[src/rtl/slot_timer_pkg.sv]
package slot_timer_pkg;
  // Operation applied to both counters in a cycle.
  typedef enum logic [1:0] {
    CNT_KEEP = 2'd0,
    CNT_STEP = 2'd1,
    CNT_LOAD = 2'd2
  } cnt_op_e;
endpackage

[src/rtl/st_op_decode.sv]
module st_op_decode
  import slot_timer_pkg::*;
(
  input  logic    tick_us_i,
  input  logic    hold_i,
  input  logic    upload_i,
  output cnt_op_e op_o
);
  // Upload outranks hold, and hold outranks the tick.
  always_comb begin
    if (upload_i)
      op_o = CNT_LOAD;
    else if (hold_i)
      op_o = CNT_KEEP;
    else if (tick_us_i)
      op_o = CNT_STEP;
    else
      op_o = CNT_KEEP;
  end
endmodule

[src/rtl/st_fine_cnt.sv]
module st_fine_cnt
  import slot_timer_pkg::*;
#(
  parameter int FINE_W = 12
) (
  input  logic              clk_i,
  input  logic              rst_ni,
  input  cnt_op_e           op_i,
  input  logic [FINE_W-1:0] win_len_i,
  input  logic [FINE_W-1:0] preset_i,
  output logic [FINE_W-1:0] cnt_o,
  output logic [FINE_W-1:0] nxt_o,
  output logic              wrap_o
);
  logic [FINE_W-1:0] cnt_q;

  // A count at or above the window value ends the slot. The >= compare
  // also covers a window shrunk mid-slot and an oversized preset.
  always_comb begin
    wrap_o = (op_i == CNT_STEP) && (cnt_q >= win_len_i);
    unique case (op_i)
      CNT_LOAD: nxt_o = preset_i;
      CNT_STEP: nxt_o = wrap_o ? '0 : cnt_q + 1'b1;
      default:  nxt_o = cnt_q;
    endcase
  end

  always_ff @(posedge clk_i or negedge rst_ni) begin
    if (!rst_ni) cnt_q <= '0;
    else         cnt_q <= nxt_o;
  end

  assign cnt_o = cnt_q;
endmodule

[src/rtl/st_slot_cnt.sv]
module st_slot_cnt
  import slot_timer_pkg::*;
#(
  parameter int SLOT_W = 16
) (
  input  logic              clk_i,
  input  logic              rst_ni,
  input  cnt_op_e           op_i,
  input  logic              wrap_i,
  input  logic [SLOT_W-1:0] preset_i,
  output logic [SLOT_W-1:0] cnt_o
);
  logic [SLOT_W-1:0] cnt_q;

  always_ff @(posedge clk_i or negedge rst_ni) begin
    if (!rst_ni)                 cnt_q <= '0;
    else if (op_i == CNT_LOAD)   cnt_q <= preset_i;
    else if (wrap_i)             cnt_q <= cnt_q + 1'b1;
  end

  assign cnt_o = cnt_q;
endmodule

[src/rtl/st_event_flags.sv]
module st_event_flags
  import slot_timer_pkg::*;
#(
  parameter int FINE_W = 12
) (
  input  logic              clk_i,
  input  logic              rst_ni,
  input  cnt_op_e           op_i,
  input  logic [FINE_W-1:0] fine_nxt_i,
  input  logic [FINE_W-1:0] evt_off_i,
  input  logic              clr_i,
  input  logic              en_evt_i,
  input  logic              en_ovr_i,
  output logic              evt_o,
  output logic              ovr_o,
  output logic              irq_o
);
  logic evt_q, ovr_q, hit;

  // Only an advancing cycle can land on the offset.
  assign hit = (op_i == CNT_STEP) && (fine_nxt_i == evt_off_i);

  always_ff @(posedge clk_i or negedge rst_ni) begin
    if (!rst_ni) begin
      evt_q <= 1'b0;
      ovr_q <= 1'b0;
    end else begin
      evt_q <= hit | (evt_q & ~clr_i);
      ovr_q <= ~clr_i & (ovr_q | (hit & evt_q));
    end
  end

  assign evt_o = evt_q;
  assign ovr_o = ovr_q;
  assign irq_o = (evt_q & en_evt_i) | (ovr_q & en_ovr_i);
endmodule

[src/rtl/slot_timer.sv]
module slot_timer
  import slot_timer_pkg::*;
#(
  parameter int FINE_W = 12,
  parameter int SLOT_W = 16
) (
  input  logic              clk_i,
  input  logic              rst_ni,
  input  logic              tick_us_i,
  input  logic [FINE_W-1:0] win_len_i,
  input  logic [FINE_W-1:0] evt_off_i,
  input  logic [FINE_W-1:0] fine_preset_i,
  input  logic [SLOT_W-1:0] slot_preset_i,
  input  logic              hold_i,
  input  logic              upload_i,
  input  logic              irq_clr_i,
  input  logic              irq_en_evt_i,
  input  logic              irq_en_ovr_i,
  output logic [FINE_W-1:0] fine_cnt_o,
  output logic [SLOT_W-1:0] slot_cnt_o,
  output logic              evt_flag_o,
  output logic              ovr_flag_o,
  output logic              irq_o
);
  cnt_op_e           op;
  logic [FINE_W-1:0] fine_nxt;
  logic              fine_wrap;

  st_op_decode u_dec (
    .tick_us_i (tick_us_i),
    .hold_i    (hold_i),
    .upload_i  (upload_i),
    .op_o      (op)
  );

  st_fine_cnt #(.FINE_W(FINE_W)) u_fine (
    .clk_i     (clk_i),
    .rst_ni    (rst_ni),
    .op_i      (op),
    .win_len_i (win_len_i),
    .preset_i  (fine_preset_i),
    .cnt_o     (fine_cnt_o),
    .nxt_o     (fine_nxt),
    .wrap_o    (fine_wrap)
  );

  st_slot_cnt #(.SLOT_W(SLOT_W)) u_slot (
    .clk_i    (clk_i),
    .rst_ni   (rst_ni),
    .op_i     (op),
    .wrap_i   (fine_wrap),
    .preset_i (slot_preset_i),
    .cnt_o    (slot_cnt_o)
  );

  st_event_flags #(.FINE_W(FINE_W)) u_flags (
    .clk_i      (clk_i),
    .rst_ni     (rst_ni),
    .op_i       (op),
    .fine_nxt_i (fine_nxt),
    .evt_off_i  (evt_off_i),
    .clr_i      (irq_clr_i),
    .en_evt_i   (irq_en_evt_i),
    .en_ovr_i   (irq_en_ovr_i),
    .evt_o      (evt_flag_o),
    .ovr_o      (ovr_flag_o),
    .irq_o      (irq_o)
  );
endmodule

[config.mk]
export PLATFORM = sky130hd
export DESIGN_NAME = slot_timer
export DESIGN_NICKNAME = d
export VERILOG_FILES = /design/src/rtl/slot_timer_pkg.sv /design/src/rtl/st_op_decode.sv /design/src/rtl/st_fine_cnt.sv /design/src/rtl/st_slot_cnt.sv /design/src/rtl/st_event_flags.sv /design/src/rtl/slot_timer.sv
export SDC_FILE = /design/constraint.sdc
export NUM_CORES = 1
export LEC_CHECK = 0
export BUFFER_PORTS_ARGS = -buffer_cell sky130_fd_sc_hd__buf_2
export CAP_MARGIN = 20
export CORE_UTILIZATION = 34
export CTS_CLUSTER_DIAMETER = 40
export DETAILED_ROUTE_END_ITERATION = 7
export GPL_ROUTABILITY_DRIVEN = 0
export PLACE_DENSITY = 0.56
export SYNTH_ARGS = -nofsm -noshare
export SYNTH_HDL_FRONTEND = slang
export SYNTH_SLANG_ARGS = --single-unit
[constraint.sdc]
create_clock -name clk_i -period 3.3 [get_ports clk_i]
set_clock_uncertainty 0.15 [all_clocks]
set_input_delay 0.33 -clock clk_i [delete_from_list [all_inputs] [get_ports clk_i]]
set_output_delay 0.33 -clock clk_i [all_outputs]
set_load 0.01 [all_outputs]
==> flow_summary.toml <==
[timing]
layout_min_cycle_time_ns = 3.06
setup_ws_ns = 0.237
final.period_utilization_pct = 92.8
tns_ns = 0
fin_hold_ws_ns = 0.0978
timing.final.setup_violations = 0
rsz0062_at_grt = "false"
slew_viol_final = 0
timing.fmax_mhz = 326
max_slew_margin_pct = 52.3
hold_viol = 0
timing_worst_slew_pin_value_ns = 0.716

[power_and_ir_drop]
powerDensity_nw_per_um2 = 364
share_of_total_power_in_the_clock_network_pct = 26.3
power.total_mw = 1.19
swShare_pct = 36.4
p_sw_mw = 0.432
p_leak_nw = 1.52
intPower_mw = 0.756
p_seq_share_pct = 37.7
vdd.ir_drop.worst_uv = 223
share_comb_of_total_power_pct = 35.9

[place]
dp_cells = 504
dp_hpwl_um = 6000
port_buffers = 90
dpl_cell_area_um2 = 3160
pre_cts_slack_ns = 0.219

[floorplanning]
die-width_um = 88.4
std_cell_rows = 31
floorplan.initialDensity_pct = 35.0
full_die_area_um2 = 7820
fp.dieH_um = 88.4
boundary_pin_count = 91
core_area_um2 = 7250

[setup_path]
path_cells = "inv_1 -> ha_1 -> nand2b_4 -> a2111oi_4 -> o31ai_1 -> a21oi_2 -> o21ai_1 -> a221oi_2 -> o2111ai_1 -> o32ai_2"
r2r_start = "u_fine.cnt_o[0]"
end_kind = "flip-flop"
worst_path_max_stage_delay_ns = 0.43
cpLargestDelayFamily = "compound AO/OA/AOI/OAI gates"
critPathArrivalTime_ns = 3.11
timing.critical_path.from_type = "flip-flop"
data_required_time_of_the_worst_path_ns = 3.34
critical_path_buf_inv_count = 1
timing_worst_setup_path_type = "flip-flop to flip-flop"
worst-path-max-fanout = 8
slowest_cell_on_the_critical_path = "a21oi_2"
timing.critical_path.from = "u_fine.cnt_o[0]"

[detailed_routing]
wl_met1_um = 3500
drt_wl_total_um = 7540
detail-route-antenna-nets = 0
dr.max_layer_used = "met4"
detail_route.first_pass.iterations = 6
dr_wl_met2_um = 3440
met3WireLength_um = 498
post_drt_wl_per_cell_um = 14.7
drt-initial-drc-count = 171
detailroute.via_count = 2621
vias_per_cell = 5.11
post-route-drc-count = 2

[yosys]
post_synth_instance_area_um2 = 2540
yosys-top-cells-count = "nand2_1, nor2_1, dfrtp_1, o21ai_0, inv_1"
post_synth.cell_area_avg_um2 = 8.06
most_used_dff_post_synth = "dfrtp_1"
synth_seq_cells = 30
netlist_instances = 315
synth_largest_type_area_fraction_pct = 29.6
async_reset_ff_share_pct = 100
synth_most_common_cell = "nand2_1"
synthTopCellsByArea = "dfrtp_1, ha_1, nand2_1, o21ai_0, nor2_1"
number_of_flops_mapped_to_enable_cells_by_yosys = 0
yosys_warnings = 0
yosys.area.top_type = "dfrtp_1"
distinct_cell_type_count_after_synthesis = 57
seq_total_area_yosys_pct = 29.6
syn_nets = 389

[cells_and_area]
fillCellCount = 778
area_overhead_vs_synth_pct = 28.5
post_route_cells_drive_above_1_share_pct = 30.4
number_of_antenna_diodes = 0
final_util_pct = 45.0
final_net_count = 487
multi_input_comb_area_um2 = 1660
final_cell_count_no_fill = 513
fin_area_um2 = 3260
regArea_um2 = 751

[global_routing]
grt_overflow_total = 0
global_route.usage.total_pct = 20.6
first_global_vias = 2459
grt_start_max_net_pins = 33
antenna_found_initial = 0
wire_length_of_the_first_global_routing_pass_um = 12300

[cts]
tritoncts = "yes"
htreeDepth = 2
number_of_cts_inserted_buffers = 5
clk_root_buffer_cell = "clkbuf_8"
clock_path_buffers = 2
cts.reportedPaths.clkPinSlew_ns = 0.07
clkSinkCount = 30
cts.repair_timing.setup_buffer_count = 0
clk_latency_ns = 0.28

[outcome]
status = "complete, but fails checks"
violations = "DRC"

[job]
timing.max_cap.violations = 0

[worst_hold_path]
worstHoldPathType = "input pin to flip-flop"
min_from = "slot_preset_i[8]"
==> worst register-to-register path, delay by kind of cell, from the launching register on <==
family                   cells  cell delay (ns)
buffers and inverters        1             0.10
AND/OR/NAND/NOR              1             0.15
flip-flops                   1             0.40
AO/OA/AOI/OAI                7             1.90
adder cells (fa/ha/maj)      1             0.28
==> state kept, by name, indices dropped and copies added (netlist names) <==
register	flops
u_fine.cnt_o	12
u_slot.cnt_o	16
u_flags.evt_o	1
u_flags.ovr_o	1
==> timing repair <==
item | in CTS | in global routing
endpoints found under the hold margin | 30 | 0
hold buffers | 1 | 0
setup endpoints to repair | 0 | 2
resized for setup | 0 | 1
==> placed cells by master, fill, tap and decap left out, types with 3 or more instances in the layout <==
cell type / count
buf_2: 90
a21oi_1: 8
ha_1: 14
and3_1: 5
inv_1: 22
nor3_1: 8
xor2_1: 10
o211ai_1: 3
xnor2_1: 13
dfrtp_1: 30
nand4_1: 10
mux2i_1: 5
o21ai_0: 26
o31a_1: 3
a211oi_1: 3
a21o_1: 3
buf_4: 13
nand3_1: 8
nand2_1: 45
clkbuf_8: 6
nor2_1: 31
or2_2: 3
o31ai_1: 3
nand2b_1: 5
nor4_1: 3
==> logic make-up after synthesis <==
| group | Yosys count | share of synthesized area, % |
|---|---|---|
| multiplexers | 5 | 1.97 |
| adder cells (fa/ha/maj) | 14 | 6.90 |
| flip-flops | 30 | 29.6 |
| XOR/XNOR | 23 | 7.93 |
| AO/OA/AOI/OAI | 81 | 23.6 |
| AND/OR/NAND/NOR | 127 | 24.6 |
| buffers and inverters | 35 | 5.42 |
==> worst paths after layout <==
kind / endpoint / depth (start not counted) / slack, ns
max in group asynchronous: u_slot.cnt_o[5] / 2 / 2.06
max: u_flags.ovr_o / 10 / 0.24
max reg2reg: u_flags.ovr_o / 10 / 0.24
min: u_slot.cnt_o[8] / 3 / 0.1
min in group asynchronous: u_slot.cnt_o[9] / 2 / 0.48
min reg2reg: u_flags.ovr_o / 2 / 0.42
==> final cells by class <==
| type | instances | area share (%) |
|---|---|---|
| timing repair buffer | 104 | 17.1 |
| clock inverter | 1 | 0.153 |
| inverter | 22 | 2.53 |
| clock buffer | 7 | 2.65 |
| multi-input combinational | 250 | 50.8 |
| tap | 99 | 3.80 |
| sequential | 30 | 23.0 |
==> metal layers <==
| metal | global-route usage, % | vias to the layer above |
|---|---|---|
| met5 | 0 | - |
| met2 | 33.1 | 89 |
| li1 | - | 1322 |
| met1 | 28.2 | 1200 |
| met4 | 5.57 | 0 |
| met3 | 4.10 | 10 |
==> power groups by stage <==
stage	Clock [mW]	Combinational (mW)	Sequential, mW
4_1_cts	0.322	0.428	0.447
5_1_grt	0.338	0.476	0.453
3_3_place_gp	0	0.422	0.453
2_1_floorplan	0	0.243	0.467
6_report	0.313	0.427	0.448
3_5_place_dp	0	0.425	0.454
No activity file was read; power rests on OpenSTA's default activity.
